==> src/rtl/wbp_pkg.sv <==
package wbp_pkg;
   // eight beats per burst, two beats per clock cycle
   localparam int BEATS  = 8;
   localparam int PAIRS  = BEATS / 2;
   localparam int SLOT_W = $clog2(PAIRS);
endpackage

==> src/rtl/wbp_burst_ctrl.sv <==
module wbp_burst_ctrl
   import wbp_pkg::*;
#(
   parameter int COL_W = 10
) (
   input  logic              clk,
   input  logic              rst_n,
   input  logic              wr_start,
   input  logic [COL_W-1:0]  wr_col,
   input  logic              pair_valid,
   output logic              take_pair,
   output logic [SLOT_W-1:0] slot_idx,
   output logic              burst_done,
   output logic [COL_W-1:0]  burst_col
);
   localparam logic [SLOT_W-1:0] LAST_SLOT = SLOT_W'(PAIRS - 1);
   localparam logic [COL_W-1:0]  EVEN_MASK = ~COL_W'(1);

   logic              active_q;
   logic [SLOT_W-1:0] cnt_q;
   logic [COL_W-1:0]  col_q;
   logic              start_ok;

   assign take_pair  = active_q & pair_valid;
   assign burst_done = take_pair & (cnt_q == LAST_SLOT);
   assign start_ok   = wr_start & (~active_q | burst_done);
   assign slot_idx   = cnt_q;
   assign burst_col  = col_q;

   always_ff @(posedge clk) begin
      if (!rst_n) begin
         active_q <= 1'b0;
         cnt_q    <= '0;
         col_q    <= '0;
      end else if (start_ok) begin
         active_q <= 1'b1;
         cnt_q    <= '0;
         col_q    <= wr_col & EVEN_MASK;
      end else if (burst_done) begin
         active_q <= 1'b0;
         cnt_q    <= '0;
      end else if (take_pair) begin
         cnt_q    <= cnt_q + 1'b1;
      end
   end


   idle_hold_chk: assert property (@(posedge clk) disable iff (!rst_n)
      (!active_q && !wr_start) |=> (!active_q && cnt_q == '0));


   pair_step_chk: assert property (@(posedge clk) disable iff (!rst_n)
      (take_pair && cnt_q != LAST_SLOT) |=> (active_q && cnt_q == $past(cnt_q) + 1'b1));


   chain_open_chk: assert property (@(posedge clk) disable iff (!rst_n)
      (burst_done && wr_start) |=> (active_q && cnt_q == '0));


   reset_clear_chk: assert property (@(posedge clk)
      !rst_n |=> (!active_q && cnt_q == '0));
endmodule

==> src/rtl/wbp_pair_slots.sv <==
module wbp_pair_slots
   import wbp_pkg::*;
#(
   parameter int LANE_W = 16
) (
   input  logic                          clk,
   input  logic                          take_pair,
   input  logic [SLOT_W-1:0]             slot_idx,
   input  logic [LANE_W-1:0]             rise_data,
   input  logic [LANE_W/8-1:0]           rise_mask,
   input  logic [LANE_W-1:0]             fall_data,
   input  logic [LANE_W/8-1:0]           fall_mask,
   output logic [(PAIRS-1)*2*LANE_W-1:0] slot_data,
   output logic [(PAIRS-1)*LANE_W/4-1:0] slot_mask
);
   localparam int LANES = LANE_W / 8;

   // the last pair is never stored: it goes straight to the output register
   for (genvar k = 0; k < PAIRS - 1; k++) begin : g_slot
      logic [2*LANE_W-1:0] d_q;
      logic [2*LANES-1:0]  m_q;
      always_ff @(posedge clk) begin
         if (take_pair && slot_idx == SLOT_W'(k)) begin
            d_q <= {fall_data, rise_data};
            m_q <= {fall_mask, rise_mask};
         end
      end
      assign slot_data[k*2*LANE_W +: 2*LANE_W] = d_q;
      assign slot_mask[k*2*LANES +: 2*LANES]   = m_q;
   end
endmodule

==> src/rtl/ddr_wr_burst_packer.sv <==
module ddr_wr_burst_packer
   import wbp_pkg::*;
#(
   parameter int LANE_W = 16,
   parameter int COL_W  = 10
) (
   input  logic                     clk,
   input  logic                     rst_n,
   input  logic                     wr_start,
   input  logic [COL_W-1:0]         wr_col,
   input  logic                     pair_valid,
   input  logic [LANE_W-1:0]        rise_data,
   input  logic [LANE_W/8-1:0]      rise_mask,
   input  logic [LANE_W-1:0]        fall_data,
   input  logic [LANE_W/8-1:0]      fall_mask,
   output logic                     core_wr_valid,
   output logic [BEATS*LANE_W-1:0]  core_wr_data,
   output logic [LANE_W-1:0]        core_wr_be,
   output logic [COL_W-1:0]         core_wr_col
);
   localparam int LANES  = LANE_W / 8;
   localparam int WORD_W = BEATS * LANE_W;
   localparam int BE_W   = BEATS * LANES;

   if (!(LANE_W == 16 || LANE_W == 32)) begin : g_bad_lane
      $error("LANE_W must be 16 or 32");
   end
   if (COL_W < 2) begin : g_bad_col
      $error("COL_W must be at least 2");
   end

   logic                          take_pair;
   logic [SLOT_W-1:0]             slot_idx;
   logic                          burst_done;
   logic [COL_W-1:0]              burst_col;
   logic [(PAIRS-1)*2*LANE_W-1:0] slot_data;
   logic [(PAIRS-1)*2*LANES-1:0]  slot_mask;
   logic [WORD_W-1:0]             word_next;
   logic [BE_W-1:0]               mask_next;

   wbp_burst_ctrl #(.COL_W(COL_W)) u_ctrl (
      .clk        (clk),
      .rst_n      (rst_n),
      .wr_start   (wr_start),
      .wr_col     (wr_col),
      .pair_valid (pair_valid),
      .take_pair  (take_pair),
      .slot_idx   (slot_idx),
      .burst_done (burst_done),
      .burst_col  (burst_col)
   );

   wbp_pair_slots #(.LANE_W(LANE_W)) u_slots (
      .clk       (clk),
      .take_pair (take_pair),
      .slot_idx  (slot_idx),
      .rise_data (rise_data),
      .rise_mask (rise_mask),
      .fall_data (fall_data),
      .fall_mask (fall_mask),
      .slot_data (slot_data),
      .slot_mask (slot_mask)
   );

   // stored pairs fill the low slots, the live pair fills the top slot
   for (genvar k = 0; k < PAIRS; k++) begin : g_word
      if (k < PAIRS - 1) begin : g_stored
         assign word_next[k*2*LANE_W +: 2*LANE_W] = slot_data[k*2*LANE_W +: 2*LANE_W];
         assign mask_next[k*2*LANES +: 2*LANES]   = slot_mask[k*2*LANES +: 2*LANES];
      end else begin : g_live
         assign word_next[k*2*LANE_W +: 2*LANE_W] = {fall_data, rise_data};
         assign mask_next[k*2*LANES +: 2*LANES]   = {fall_mask, rise_mask};
      end
   end

   always_ff @(posedge clk) begin
      if (!rst_n) begin
         core_wr_valid <= 1'b0;
         core_wr_data  <= '0;
         core_wr_be    <= '0;
         core_wr_col   <= '0;
      end else begin
         core_wr_valid <= burst_done;
         if (burst_done) begin
            core_wr_data <= word_next;
            core_wr_be   <= ~mask_next;
            core_wr_col  <= burst_col;
         end
      end
   end


   one_shot_chk: assert property (@(posedge clk) disable iff (!rst_n)
      core_wr_valid |=> !core_wr_valid);


   hold_out_chk: assert property (@(posedge clk) disable iff (!rst_n)
      !burst_done |=> ($stable(core_wr_data) && $stable(core_wr_be) && $stable(core_wr_col)));


   even_col_chk: assert property (@(posedge clk) disable iff (!rst_n)
      core_wr_valid |-> !core_wr_col[0]);
endmodule

==> config.mk <==
export PLATFORM = sky130hd
export DESIGN_NAME = ddr_wr_burst_packer
export DESIGN_NICKNAME = d
export VERILOG_FILES = /design/src/rtl/wbp_pkg.sv /design/src/rtl/wbp_burst_ctrl.sv /design/src/rtl/wbp_pair_slots.sv /design/src/rtl/ddr_wr_burst_packer.sv
export SDC_FILE = /design/constraint.sdc
export NUM_CORES = 1
export LEC_CHECK = 0
export ABC_AREA = 0
export BUFFER_PORTS_ARGS = -buffer_cell sky130_fd_sc_hd__buf_2
export CAP_MARGIN = 0
export CELL_PAD_IN_SITES_DETAIL_PLACEMENT = 1
export CELL_PAD_IN_SITES_GLOBAL_PLACEMENT = 1
export CORE_MARGIN = 1.5
export CORE_UTILIZATION = 43
export DETAILED_ROUTE_END_ITERATION = 10
export PLACE_DENSITY_LB_ADDON = 0.1
export SLEW_MARGIN = 20
export SYNTH_ARGS = -nofsm -noshare
export SYNTH_HDL_FRONTEND = slang
export SYNTH_SLANG_ARGS = --single-unit
==> constraint.sdc <==
create_clock -name clk -period 2.29 [get_ports clk]
set_input_delay 0.1145 -clock clk [delete_from_list [all_inputs] [get_ports clk]]
set_output_delay 0.1145 -clock clk [all_outputs]
set_load 0.01 [all_outputs]
==> metrics <==
Crit Path Class=reg -> reg; ys flop type=dfxtp_1; CP max stage delay=370 ps; Pleak=4.80 nW; clk_lat worst skew=530 ps; CP Data Required Time=2740 ps; share of layout cells above drive strength 1=33.4%; synth unique cells=22; mux cell area share after synthesis=1.18%; # hold bufs at CTS=46; Non-Filler Instances=1,058; vias in the first global route=5,516; DRC=0; Max-Cap Viols=0; Tot GR Track Use=18.7%; Post-synth ARST share=0%; Die Height=143 µm; total CTS buffers=28; CORE AREA=19,400 µm²; Max Fclk=0.617 GHz; GR peak layer=met2; pwr dens=923 nW/µm²; critical path data arrival time=2070 ps; r2r setup slk=670 ps; crit path max fanout=37; Fill cells=1,909; GR met2 Demand/Resource=31.9%; HP Class=in -> reg; Die Wd=143 µm; Worst Hold Path Cells=4; Post-Synth XOR/XNOR Area=0.104%; Starting Density=43.6%; # diodes=0; DP Cell Count=960; crit-path cells=ha_1, nand4_2, inv_4, buf_12, a22o_1; Slew Viols, Final=0; peak supply drop=0.000742 V; period utilization=70.7%; met3 Use GR=4.90%; Mapped Area=8460 µm²; Post-Synth Adder-Cell Area=0.592%; Seq/Total Area, Yosys=77.7%; GPL Wtd Cong=0.697; Syn. warnings=0; layout net count=825; final hold vios=0; CP Launch Type=register; global-route wire length before repair=30,000 µm; initial antenna violation count=0; final setup violating endpoints=0; grt met1 use=23.1%; total wire length=19,500 µm; Initial DRT Pass Iterations=4; DR WL/cell=18.5 µm; CP max stage cell=dfxtp_1; RSZ-0062 raised after global routing=no; CTS sink cnt=274; Final ANT Viol Nets=0; Yosys reg bits=274; Root Driver=clkbuf_16; cells after synthesis=516; Final min period=1620 ps; Compound-Gate Fraction of Synth Area=15.9%; final setup TNS=0 ps; run status=complete, no violations; TritonCTS clock tree=yes; placed cell area=9760 µm²; clk_skew=19.4 ps; Synth Area in Simple Gates=1.67%; Port Buf Inserts=202; CTS max path bufs=3; number of synthesized flops with an enable pin=108; full die area=20,500 µm²; # IOs=205; Vias/cell=5.07; critical path endpoint category=register; CTS clk-pin slew, worst paths=60 ps; Synthesized Nets=570; Post-CTS Setup Inserts=0; R2R cell count=5; Area Growth Syn to Fin=33.2%; largest net degree at the start of global routing=65; via count of the routed design=5,363; DR iter-0 viols=180; GR Overflow Total=0; H-tree depth=1; design area=11,300 µm²; largest family of logic cells by synthesized area=compound AO/OA/AOI/OAI gates; mean post-synth cell area=16.4 µm²; num rows=51; HPWL Detailed=12,000 µm; Resized Gates After CTS=0
## cell families after synthesis
kind of cell | after synthesis
compound gates | 154
xor+xnor | 1
fa+ha+maj | 4
buf+inv | 41
flops | 274
mux | 10
other cells | 1
simple gates | 31
## cell usage in the layout (no fill, tap or decap)
master	n
bufinv_16	7
nand2_1	20
mux2i_1	10
buf_12	6
nor3_1	2
ha_1	4
buf_2	202
inv_1	3
nand3_1	1
nand4_2	1
clkbuf_8	4
a22o_1	137
clkbuf_16	29
nor2_1	2
o2bb2ai_1	16
clkbuf_1	8
nor2b_1	1
dlygate4sd3_1	46
inv_4	1
and2_4	1
a21boi_0	1
edfxtp_1	108
buf_4	8
and3_2	3
dfxtp_1	166
clkinv_1	1
xnor2_1	1
conb_1	1
clkinv_2	3
## Yosys cell counts (2+ instances only)
cell,count,share of area [%]
buf_6,8,1.1
a22o_1,137,14
clkbuf_1,12,0.53
dfxtp_1,166,39
edfxtp_1,108,38
nor3_1,2,0.12
nand2_1,20,0.89
inv_1,4,0.18
mux2i_1,10,1.2
buf_2,16,0.95
and3_1,3,0.22
ha_1,4,0.59
o2bb2ai_1,16,1.7
nor2_1,2,0.089
## worst max-delay path, delay by kind of cell (launching register included)
kind | cells | cell delay (ps)
AO/OA/AOI/OAI | 1 | 170
adder cells (fa/ha/maj) | 1 | 220
buffers and inverters | 2 | 600
flip-flops | 1 | 370
AND/OR/NAND/NOR | 1 | 160
## power by group
group | switching (mW) | internal [mW]
clock network | 1.77 | 3.23
logic | 0.147 | 0.111
registers | 0.0170 | 5.11
total | 1.94 | 8.46
## layout make-up
| class | count | area, µm² | area share [%] |
|---|---|---|---|
| flip-flops and latches | 274 | 6570 | 58.3 |
| multi-input cells | 201 | 1660 | 14.7 |
| repair buffers | 262 | 1650 | 14.7 |
| clock buffers | 41 | 811 | 7.20 |
| well taps | 265 | 332 | 2.94 |
| clock inverters | 11 | 229 | 2.03 |
| inverters | 4 | 17.5 | 0.156 |
## layer usage
layer	share of wire (%)	vias up
li1	-	2486
met1	42	2678
met2	49	164
met3	6.6	35
met4	2.3	0
met5	0	-
## sequential cells by signal, summed over array words and instances, names as in the netlist
signal,cells
core_wr_data,128
u_slots.g_slot.d_q,96
core_wr_be,16
u_slots.g_slot.m_q,12
core_wr_col,9
u_ctrl.burst_col,9
u_ctrl.slot_idx,2
core_wr_valid,1
u_ctrl.active_q,1
## stage by stage
step                      setup slack [ps]  hold slack, ps  power (mW)  util, %
after floorplan                        419             202        5.33        -
after global placement                 650             329        5.42     50.3
after detailed placement               609             343        5.43     50.3
after CTS                              612            12.9        10.5     58.1
after global routing                   539            62.3        10.7     58.1
final                                  670            31.2        10.4     58.1
## path summary, 6_finish.rpt
| path | endpoint | startpoint |
|---|---|---|
| max reg2reg | core_wr_data[10] | u_ctrl.slot_idx[0] |
| min | u_ctrl.slot_idx[0] | pair_valid |
| max | core_wr_data[10] | u_ctrl.slot_idx[0] |
| min reg2reg | core_wr_be[8] | u_slots.g_slot[2].m_q[0] |
(Power assumes the default switching activity.)
